<file path="config.mk">
export PLATFORM = sky130hd
export DESIGN_NAME = hpack_unit
export DESIGN_NICKNAME = d
export VERILOG_FILES = /design/src/rtl/hpack_pkg.sv /design/src/rtl/hpack_cond_eval.sv /design/src/rtl/hpack_dest_check.sv /design/src/rtl/hpack_shifter.sv /design/src/rtl/hpack_unit.sv
export SDC_FILE = /design/constraint.sdc
export NUM_CORES = 1
export LEC_CHECK = 0
export BUFFER_PORTS_ARGS = -buffer_cell sky130_fd_sc_hd__buf_4
export CORE_MARGIN = 3
export CORE_UTILIZATION = 56
export CTS_CLUSTER_DIAMETER = 60
export DETAILED_ROUTE_END_ITERATION = 8
export GPL_TIMING_DRIVEN = 0
export PLACE_DENSITY = 0.79
export SKIP_LAST_GASP = 1
export SYNTH_ARGS = -nofsm -noshare
export SYNTH_HDL_FRONTEND = slang
export SYNTH_SLANG_ARGS = --single-unit
export TNS_END_PERCENT = 100
</file>
<file path="constraint.sdc">
create_clock -name clk -period 1.95 [get_ports clk]
set_input_delay 0.0975 -clock clk [delete_from_list [all_inputs] [get_ports clk]]
set_output_delay 0.0975 -clock clk [all_outputs]
set_load 0.01 [all_outputs]
</file>
<file path="src/rtl/hpack_pkg.sv">
package hpack_pkg;

  typedef enum logic {
    PACK_BT = 1'b0,
    PACK_TB = 1'b1
  } pack_mode_e;

  typedef enum logic [3:0] {
    CC_EQ = 4'd0,  CC_NE = 4'd1,  CC_CS = 4'd2,  CC_CC = 4'd3,
    CC_MI = 4'd4,  CC_PL = 4'd5,  CC_VS = 4'd6,  CC_VC = 4'd7,
    CC_HI = 4'd8,  CC_LS = 4'd9,  CC_GE = 4'd10, CC_LT = 4'd11,
    CC_GT = 4'd12, CC_LE = 4'd13, CC_AL = 4'd14, CC_NV = 4'd15
  } cond_e;

  typedef struct packed {
    logic n;
    logic z;
    logic c;
    logic v;
  } flags_t;

  // Condition test: flags are only read here.
  function automatic logic cond_holds(input cond_e code, input flags_t f);
    logic r;
    case (code)
      CC_EQ:   r = f.z;
      CC_NE:   r = !f.z;
      CC_CS:   r = f.c;
      CC_CC:   r = !f.c;
      CC_MI:   r = f.n;
      CC_PL:   r = !f.n;
      CC_VS:   r = f.v;
      CC_VC:   r = !f.v;
      CC_HI:   r = f.c && !f.z;
      CC_LS:   r = !f.c || f.z;
      CC_GE:   r = (f.n == f.v);
      CC_LT:   r = (f.n != f.v);
      CC_GT:   r = !f.z && (f.n == f.v);
      CC_LE:   r = f.z || (f.n != f.v);
      default: r = 1'b1;
    endcase
    return r;
  endfunction

endpackage

</file>
<file path="src/rtl/hpack_cond_eval.sv">
module hpack_cond_eval
  import hpack_pkg::*;
(
  input  logic [3:0] cc,
  input  logic [3:0] flags,
  output logic       pass
);
  always_comb begin
    pass = cond_holds(cond_e'(cc), flags_t'(flags));
  end
endmodule

</file>
<file path="src/rtl/hpack_dest_check.sv">
module hpack_dest_check #(
  parameter int IDX_W  = 4,
  parameter int SP_IDX = 13,
  parameter int PC_IDX = 15
) (
  input  logic [IDX_W-1:0] idx,
  output logic             illegal
);
  localparam logic [IDX_W-1:0] SP_V = IDX_W'(SP_IDX);
  localparam logic [IDX_W-1:0] PC_V = IDX_W'(PC_IDX);

  always_comb begin
    illegal = (idx == SP_V) || (idx == PC_V);
  end
endmodule

</file>
<file path="src/rtl/hpack_shifter.sv">
module hpack_shifter
  import hpack_pkg::*;
#(
  parameter int DATA_W = 32,
  localparam int SH_W  = $clog2(DATA_W),
  localparam int HALF  = DATA_W / 2
) (
  input  logic [DATA_W-1:0] a,
  input  logic [DATA_W-1:0] b,
  input  logic [SH_W-1:0]   sh,
  input  logic              mode,
  output logic [DATA_W-1:0] packed_res
);
  // Left shift for bottom-top mode; a zero field means unshifted.
  function automatic logic [DATA_W-1:0] shl(input logic [DATA_W-1:0] v,
                                            input logic [SH_W-1:0] s);
    return v << s;
  endfunction

  // Arithmetic right shift for top-bottom mode; a zero field means a full-width shift.
  function automatic logic [DATA_W-1:0] sar(input logic [DATA_W-1:0] v,
                                            input logic [SH_W-1:0] s);
    logic [DATA_W-1:0] r;
    if (s == '0) r = {DATA_W{v[DATA_W-1]}};
    else         r = DATA_W'($signed(v) >>> s);
    return r;
  endfunction

  logic [DATA_W-1:0] left_w;
  logic [DATA_W-1:0] right_w;

  always_comb begin
    left_w  = shl(b, sh);
    right_w = sar(b, sh);
    if (pack_mode_e'(mode) == PACK_BT)
      packed_res = {left_w[DATA_W-1:HALF], a[HALF-1:0]};
    else
      packed_res = {a[DATA_W-1:HALF], right_w[HALF-1:0]};
  end
endmodule

</file>
<file path="src/rtl/hpack_unit.sv">
module hpack_unit #(
  parameter int DATA_W = 32,
  parameter int IDX_W  = 4,
  parameter int SP_IDX = 13,
  parameter int PC_IDX = 15,
  localparam int SH_W  = $clog2(DATA_W),
  localparam int HALF  = DATA_W / 2
) (
  input  logic              clk,
  input  logic              rst,
  input  logic              in_vld,
  input  logic [DATA_W-1:0] src_a,
  input  logic [DATA_W-1:0] src_b,
  input  logic [SH_W-1:0]   shamt,
  input  logic              pk_mode,
  input  logic [3:0]        cc,
  input  logic [3:0]        flags,
  input  logic [IDX_W-1:0]  rd_idx,
  output logic              out_vld_q,
  output logic [DATA_W-1:0] res_q,
  output logic              wr_en_q,
  output logic [IDX_W-1:0]  rd_q,
  output logic              bad_rd_q
);
  // Internal events named for the assertions.
  logic              cond_pass_w;
  logic              illegal_w;
  logic [DATA_W-1:0] packed_w;
  logic              commit_w;

  hpack_cond_eval u_cond (
    .cc    (cc),
    .flags (flags),
    .pass  (cond_pass_w)
  );

  hpack_dest_check #(
    .IDX_W  (IDX_W),
    .SP_IDX (SP_IDX),
    .PC_IDX (PC_IDX)
  ) u_dest (
    .idx     (rd_idx),
    .illegal (illegal_w)
  );

  hpack_shifter #(
    .DATA_W (DATA_W)
  ) u_shift (
    .a          (src_a),
    .b          (src_b),
    .sh         (shamt),
    .mode       (pk_mode),
    .packed_res (packed_w)
  );

  assign commit_w = in_vld && cond_pass_w && !illegal_w;

  always_ff @(posedge clk) begin
    if (rst) begin
      out_vld_q <= 1'b0;
      res_q     <= '0;
      wr_en_q   <= 1'b0;
      rd_q      <= '0;
      bad_rd_q  <= 1'b0;
    end else begin
      out_vld_q <= in_vld;
      wr_en_q   <= commit_w;
      bad_rd_q  <= in_vld && illegal_w;
      if (in_vld) begin
        res_q <= packed_w;
        rd_q  <= rd_idx;
      end
    end
  end

  assert_bt_low_R1: assert property (@(posedge clk) disable iff (rst)
    in_vld && !pk_mode |=> res_q[HALF-1:0] == $past(src_a[HALF-1:0]));

  assert_tb_high_R3: assert property (@(posedge clk) disable iff (rst)
    in_vld && pk_mode |=> res_q[DATA_W-1:HALF] == $past(src_a[DATA_W-1:HALF]));

  assert_tb_full_shift_R5: assert property (@(posedge clk) disable iff (rst)
    in_vld && pk_mode && shamt == '0
      |=> res_q[HALF-1:0] == {HALF{$past(src_b[DATA_W-1])}});

  assert_no_write_bad_dest_R7: assert property (@(posedge clk) disable iff (rst)
    bad_rd_q |-> !wr_en_q);

  assert_always_code_R6: assert property (@(posedge clk) disable iff (rst)
    in_vld && cc == 4'd14 && !illegal_w |=> wr_en_q);

  assert_strobe_latency_R8: assert property (@(posedge clk) disable iff (rst)
    in_vld |=> out_vld_q);

  assert_idle_quiet_R8: assert property (@(posedge clk) disable iff (rst)
    !in_vld |=> !out_vld_q && !wr_en_q && !bad_rd_q && $stable(res_q));

  assert_dest_follows_R10: assert property (@(posedge clk) disable iff (rst)
    in_vld |=> rd_q == $past(rd_idx));

endmodule

</file>
; Word level (Yosys, flattened, before mapping)
; Cells that the tools add are included.
[op_classes]
n_addsub = 0
multipliers = 0
div = 0
magnitude_cmp = 0
n_eq_ne = 17
n_shift = 2
mux = 3
bitwise = 0
n_reduce_logical = 15
[ops]
columns = operator, count
row1 = 4-bit == test (second input constant), 8
row2 = 32-bit 2-to-1 mux, 1
row3 = 32-bit by 5-bit left shift with 32-bit output, 1
row4 = 32-bit by 5-bit >>> shifter with 16-bit output, 1
row5 = 4-bit by 3-bit == test with 1-bit output (second input constant), 4
row6 = 16-bit 2-to-1 mux, 1
row7 = 1-bit case mux with 14 select lines, 1
row8 = 4-bit by 2-bit == test with 1-bit output (second input constant), 2
row9 = 1-bit logical AND, 5
row10 = 1-bit logical NOT, 5
row11 = 5-bit logical NOT, 1
row12 = 4-bit by 1-bit == test with 1-bit output (second input constant), 1
row13 = 4-bit logical NOT, 1
row14 = 1-bit logical OR, 3
row15 = 1-bit == test, 1
row16 = 1-bit != test, 1
[word_totals]
ff_bits = 39
latchBits = 0
ram_bits = 0
rom_bits = 0
in_bits = 85
elab_cells = 42
memories = 0

; Depth between registers and ports, before layout
[depth]
depth_word = 5
ltp_mapped = 9

; Hierarchy
; Synthesis repeated with hierarchy kept, for this count alone.
[unflattened]
hier_cells = 546
hier_area_um2 = 5087.4
[modules_own_cells]
columns = mod, n_inst, cells_each, area_per_inst_um2, seq_area_each_um2
row1 = hpack_shifter, 1, 400, 3519.6, 0.0
row2 = hpack_unit, 1, 122, 1396.3, 780.7
row3 = hpack_cond_eval, 1, 23, 165.2, 0.0
row4 = hpack_dest_check, 1, 1, 6.3, 0.0

; Worst setup path before layout
; Ideal clock, no wire load.
[synth_timing]
path_type = in2reg
start = input port shamt[0]
end = register res_q[7]
setup_ps = 133
arrival_ps = 1616
setup_slack_ps = 201
cell_stages = 6
cell_sequence = buf_6 > buf_12 > mux4_2 > mux4_2 > a221oi_2 > nor3_1
[synth_via]
elab_chain_len = 3
word_cells_on_any_way = 4
cone_classes = 1 x shift / 2 x mux / 1 x reduce/logical
[synth_lines]
columns = element, line
row1 = start: declaration, hpack_unit.sv:14  ; input logic [SH_W-1:0] shamt,
row2 = 32-bit by 5-bit >>> shifter with 16-bit output / 5-bit logical NOT (equally long branches), "hpack_shifter.sv:25, hpack_shifter.sv:24"
row3 = 16-bit 2-to-1 mux (*), hpack_shifter.sv:24  ; if (s == '0) r = {DATA_W{v[DATA_W-1]}};
row4 = 32-bit 2-to-1 mux (*), hpack_shifter.sv:35  ; if (pack_mode_e'(mode) == PACK_BT)
row5 = end signal: assignment, hpack_unit.sv:70  ; res_q <= packed_w;
row6 = end: declaration, hpack_unit.sv:20  ; output logic [DATA_W-1:0] res_q,
; Every way passes the cells marked *; elsewhere a longest branch is shown, timed or not.
; A chain may end at the register's enable or synchronous reset.

; Worst setup path in the final report
[layout_timing]
start = input port shamt[1]
end = register res_q[7]
; Same word-level chain as after synthesis.

==> flow_metrics.py <==
metrics = {
    "placement": {
        "placed_area_sq_um": 6460,
        "dp_slack_ns": -0.440,
        "gp_congestion": 1.05,
        "hpwl_um": 17800,
        "port_buffers": 118,
    },
    "floorplanning": {
        "dieHeight_um": 104,
        "core-area_sq_um": 9330,
        "initial_core_util": 0.580,
        "die_w_um": 104,
        "ios": 124,
        "die_area_sq_um": 10900,
        "row_count": 35,
    },
    "pwr": {
        "peakVddDrop_mv": 0.270,
        "p_leak_uw": 0.00265,
        "p_per_area_nw_per_um2": 494,
    },
    "setup_path": {
        "crit_path_start_kind": "primary input",
        "startpoint": "shamt[1]",
        "reg2reg_slack_ns": 0.71,
        "critPathCaptureType": "flop",
        "crit_type": "primary input to flop",
        "r2r_end": "res_q[5]",
        "rr_worst_depth": 4,
        "required_ns": 2.12,
        "arrival_ns": 2.07,
        "critPathCapture": "res_q[7]",
        "path_max_fanout": 19,
        "r2r_start": "res_q[5]",
    },
    "route": {
        "drc": 0,
        "drtIter0Drc": 842,
        "dr.pass1.iters": 7,
        "wirelength_um": 23000,
        "vias_per_cell": 7.51,
        "vias": 6198,
        "routedWlPerCell_um": 27.8,
        "final_antenna_net_count": 0,
    },
    "hold_path": {
        "min_from": "rd_idx[1]",
        "hold_path.class": "primary input to flop",
    },
    "clock_tree": {
        "post_cts_buffers": 0,
        "root_buffer": "clkbuf_8",
        "cts_tree": "yes",
        "htreeDepth": 2,
        "clock-sinks": 39,
        "cts_buffers": 5,
        "path_clk_slew_ns": 0.09,
        "cts_buffer_depth": 2,
        "clk_latency_ns": 0.31,
    },
    "final_layout": {
        "most-common-layout-cells": "buf_4 (125), mux4_2 (68), mux2i_1 (62)",
        "num-fill-cells": 727,
        "antenna_cells": 0,
        "drive_above_1_share": 0.372,
        "final_cell_area_sq_um": 6610,
        "final_common_cell": "buf_4",
        "synthToLayoutAreaGrowth_pct": 22.1,
        "multi_input_area_sq_um": 4210,
        "final_nets": 780,
        "seqCellArea_sq_um": 781,
    },
    "sta": {
        "finalCritPeriodShare": 0.977,
        "max_freq_mhz": 525,
        "timing.slew.headroom": 0.492,
        "setup_ws_ns": 0.0444,
        "rsz0062_at_grt": "no",
        "timing.setup.tns_ns": 0,
        "setup_viol": 0,
        "period_minus_slack_ns": 1.91,
        "worst_clock_skew_ns": 0,
        "slew_violations": 0,
        "worst_slew_pin_slew_ns": 0.756,
        "hold_violations": 0,
        "worst_hold_slack_ns": 0.0222,
    },
    "logic_synthesis": {
        "ys_async_sr_fraction": 0,
        "synth-seq-cells": 39,
        "synth_edf_count": 0,
        "syn_area_per_cell_sq_um": 9.50,
        "synth_nets": 655,
        "synthesis.area_sq_um": 5410,
        "syn_inst": 570,
        "synth_xor_area_frac": 0.00324,
        "ys.flop_type": "dfxtp_1",
        "synth.yosys.seq_area_share": 0.144,
        "synth_compound_area_frac": 0.201,
        "synth-simple-area-share": 0.125,
        "ys_warn_count": 0,
        "synthMuxAreaShare": 0.443,
        "synth_cell_types": 70,
        "synth_top_family_by_area": "multiplexers",
        "synthAdderAreaFrac": 0,
    },
    "outcome": {
        "status": "finished, final reports clean",
    },
    "global_route": {
        "grt_pass1_wl_um": 34700,
        "grt_max_degree": 14,
        "grt_pass1_vias": 5911,
        "overflow": 0,
        "antenna_found_initial": 0,
        "grtUsageTotal": 0.404,
    },
    "job": {
        "maxCapViolCount": 0,
    },
}
## logic make-up (layout without fill, tap and decap cells)
group | after synthesis | count (layout)
simple gates | 146 | 146
xor+xnor | 2 | 2
buf+inv | 79 | 205
compound gates | 155 | 155
mux | 149 | 149
flops | 39 | 39
## Yosys cell counts (all sizes together) (2+ instances only)
| master | instances | share of area |
|---|---|---|
| a311oi | 2 | 0.0032 |
| a2111oi | 2 | 0.0032 |
| nor2 | 42 | 0.029 |
| nor4 | 3 | 0.0035 |
| a22oi | 4 | 0.0055 |
| nand4 | 2 | 0.0023 |
| o311ai | 3 | 0.0049 |
| a211oi | 11 | 0.017 |
| mux2i | 64 | 0.12 |
| o21ai | 27 | 0.025 |
| nand3b | 3 | 0.0042 |
| a21o | 3 | 0.0042 |
| nor2b | 5 | 0.0058 |
| a21oi | 21 | 0.019 |
| o221ai | 2 | 0.0032 |
| clkbuf | 38 | 0.026 |
| a221o | 2 | 0.0037 |
| o21a | 4 | 0.0055 |
| a31o | 2 | 0.0032 |
| nor3 | 15 | 0.015 |
| inv | 8 | 0.0055 |
| a211o | 2 | 0.0032 |
| a31oi | 5 | 0.0058 |
| o31a | 2 | 0.0032 |
| buf | 32 | 0.051 |
| nor3b | 2 | 0.0028 |
| mux4 | 70 | 0.29 |
| nand2b | 4 | 0.0046 |
| o211ai | 10 | 0.014 |
| nand2 | 49 | 0.034 |
| o22ai | 23 | 0.027 |
| and3 | 3 | 0.0035 |
| and2 | 2 | 0.0023 |
| mux2 | 15 | 0.032 |
| o22a | 2 | 0.0032 |
| nand3 | 11 | 0.010 |
| a221oi | 10 | 0.017 |
| o221a | 3 | 0.0062 |
| o31ai | 4 | 0.0055 |
| o32ai | 2 | 0.0032 |
| a22o | 2 | 0.0032 |
| dfxtp | 39 | 0.14 |
## worst min path at each step
stage              end  slack, ns  cells after the start
3_3_place_gp   wr_en_q       0.30                      2
2_1_floorplan  wr_en_q       0.19                      1
6_report       rd_q[1]       0.02                      3
4_1_cts        rd_q[1]       0.03                      3
5_1_grt        rd_q[2]       0.07                      3
3_5_place_dp   wr_en_q       0.30                      2
## power breakdown
| part | total (uW) | internal [uW] | switching [uW] |
|---|---|---|---|
| Combinational | 1670 | 757 | 910 |
| Clock | 695 | 381 | 314 |
| Sequential | 903 | 861 | 42.4 |
| Total | 3270 | 2000 | 1270 |
## area by class of cell
| class | count | area share |
|---|---|---|
| multi-input combinational | 452 | 0.636 |
| timing repair buffer | 119 | 0.136 |
| sequential | 39 | 0.118 |
| buffer | 69 | 0.0636 |
| tap | 129 | 0.0244 |
| clock buffer | 5 | 0.0104 |
| clock inverter | 3 | 0.00662 |
| inverter | 9 | 0.00511 |
## repair_timing
item / in CTS / in global routing
hold endpoints to repair: 1 / 0
setup endpoints to repair: 3 / 6
gates resized for setup: 3 / 9
hold buffers: 1 / 0
## critical path, stage by stage
cell and delay (ns):
buf_6 0.16, buf_6 0.21, buf_8 0.22, mux2i_1 0.31, mux2i_1 0.18, mux4_2 0.53, a221oi_2 0.27, nor3_1 0.07
## stage by stage
| stage | utilization | power, uW | cells |
|---|---|---|---|
| 6_report | 0.709 | 3270 | 825 |
| 5_1_grt | 0.709 | 3360 | 825 |
| 4_1_cts | 0.706 | 3180 | 826 |
| 3_5_place_dp | 0.693 | 2500 | 817 |
| 3_3_place_gp | 0.693 | 2480 | 817 |
| 2_1_floorplan | - | 1900 | 570 |
## sequential cells by signal (all words and copies together), names as in the netlist
name / cells
bad_rd_q: 1
out_vld_q: 1
rd_q: 4
res_q: 32
wr_en_q: 1
## layer usage
| layer | global-route usage | vias to the layer above | wire length [um] |
|---|---|---|---|
| met3 | 0.0937 | 105 | 3160 |
| met2 | 0.648 | 652 | 10300 |
| li1 | - | 2529 | - |
| met1 | 0.515 | 2912 | 8200 |
| met4 | 0.195 | 0 | 1300 |
| met5 | 0 | - | 0 |
Note: power is estimated with default switching activity, not from simulation.
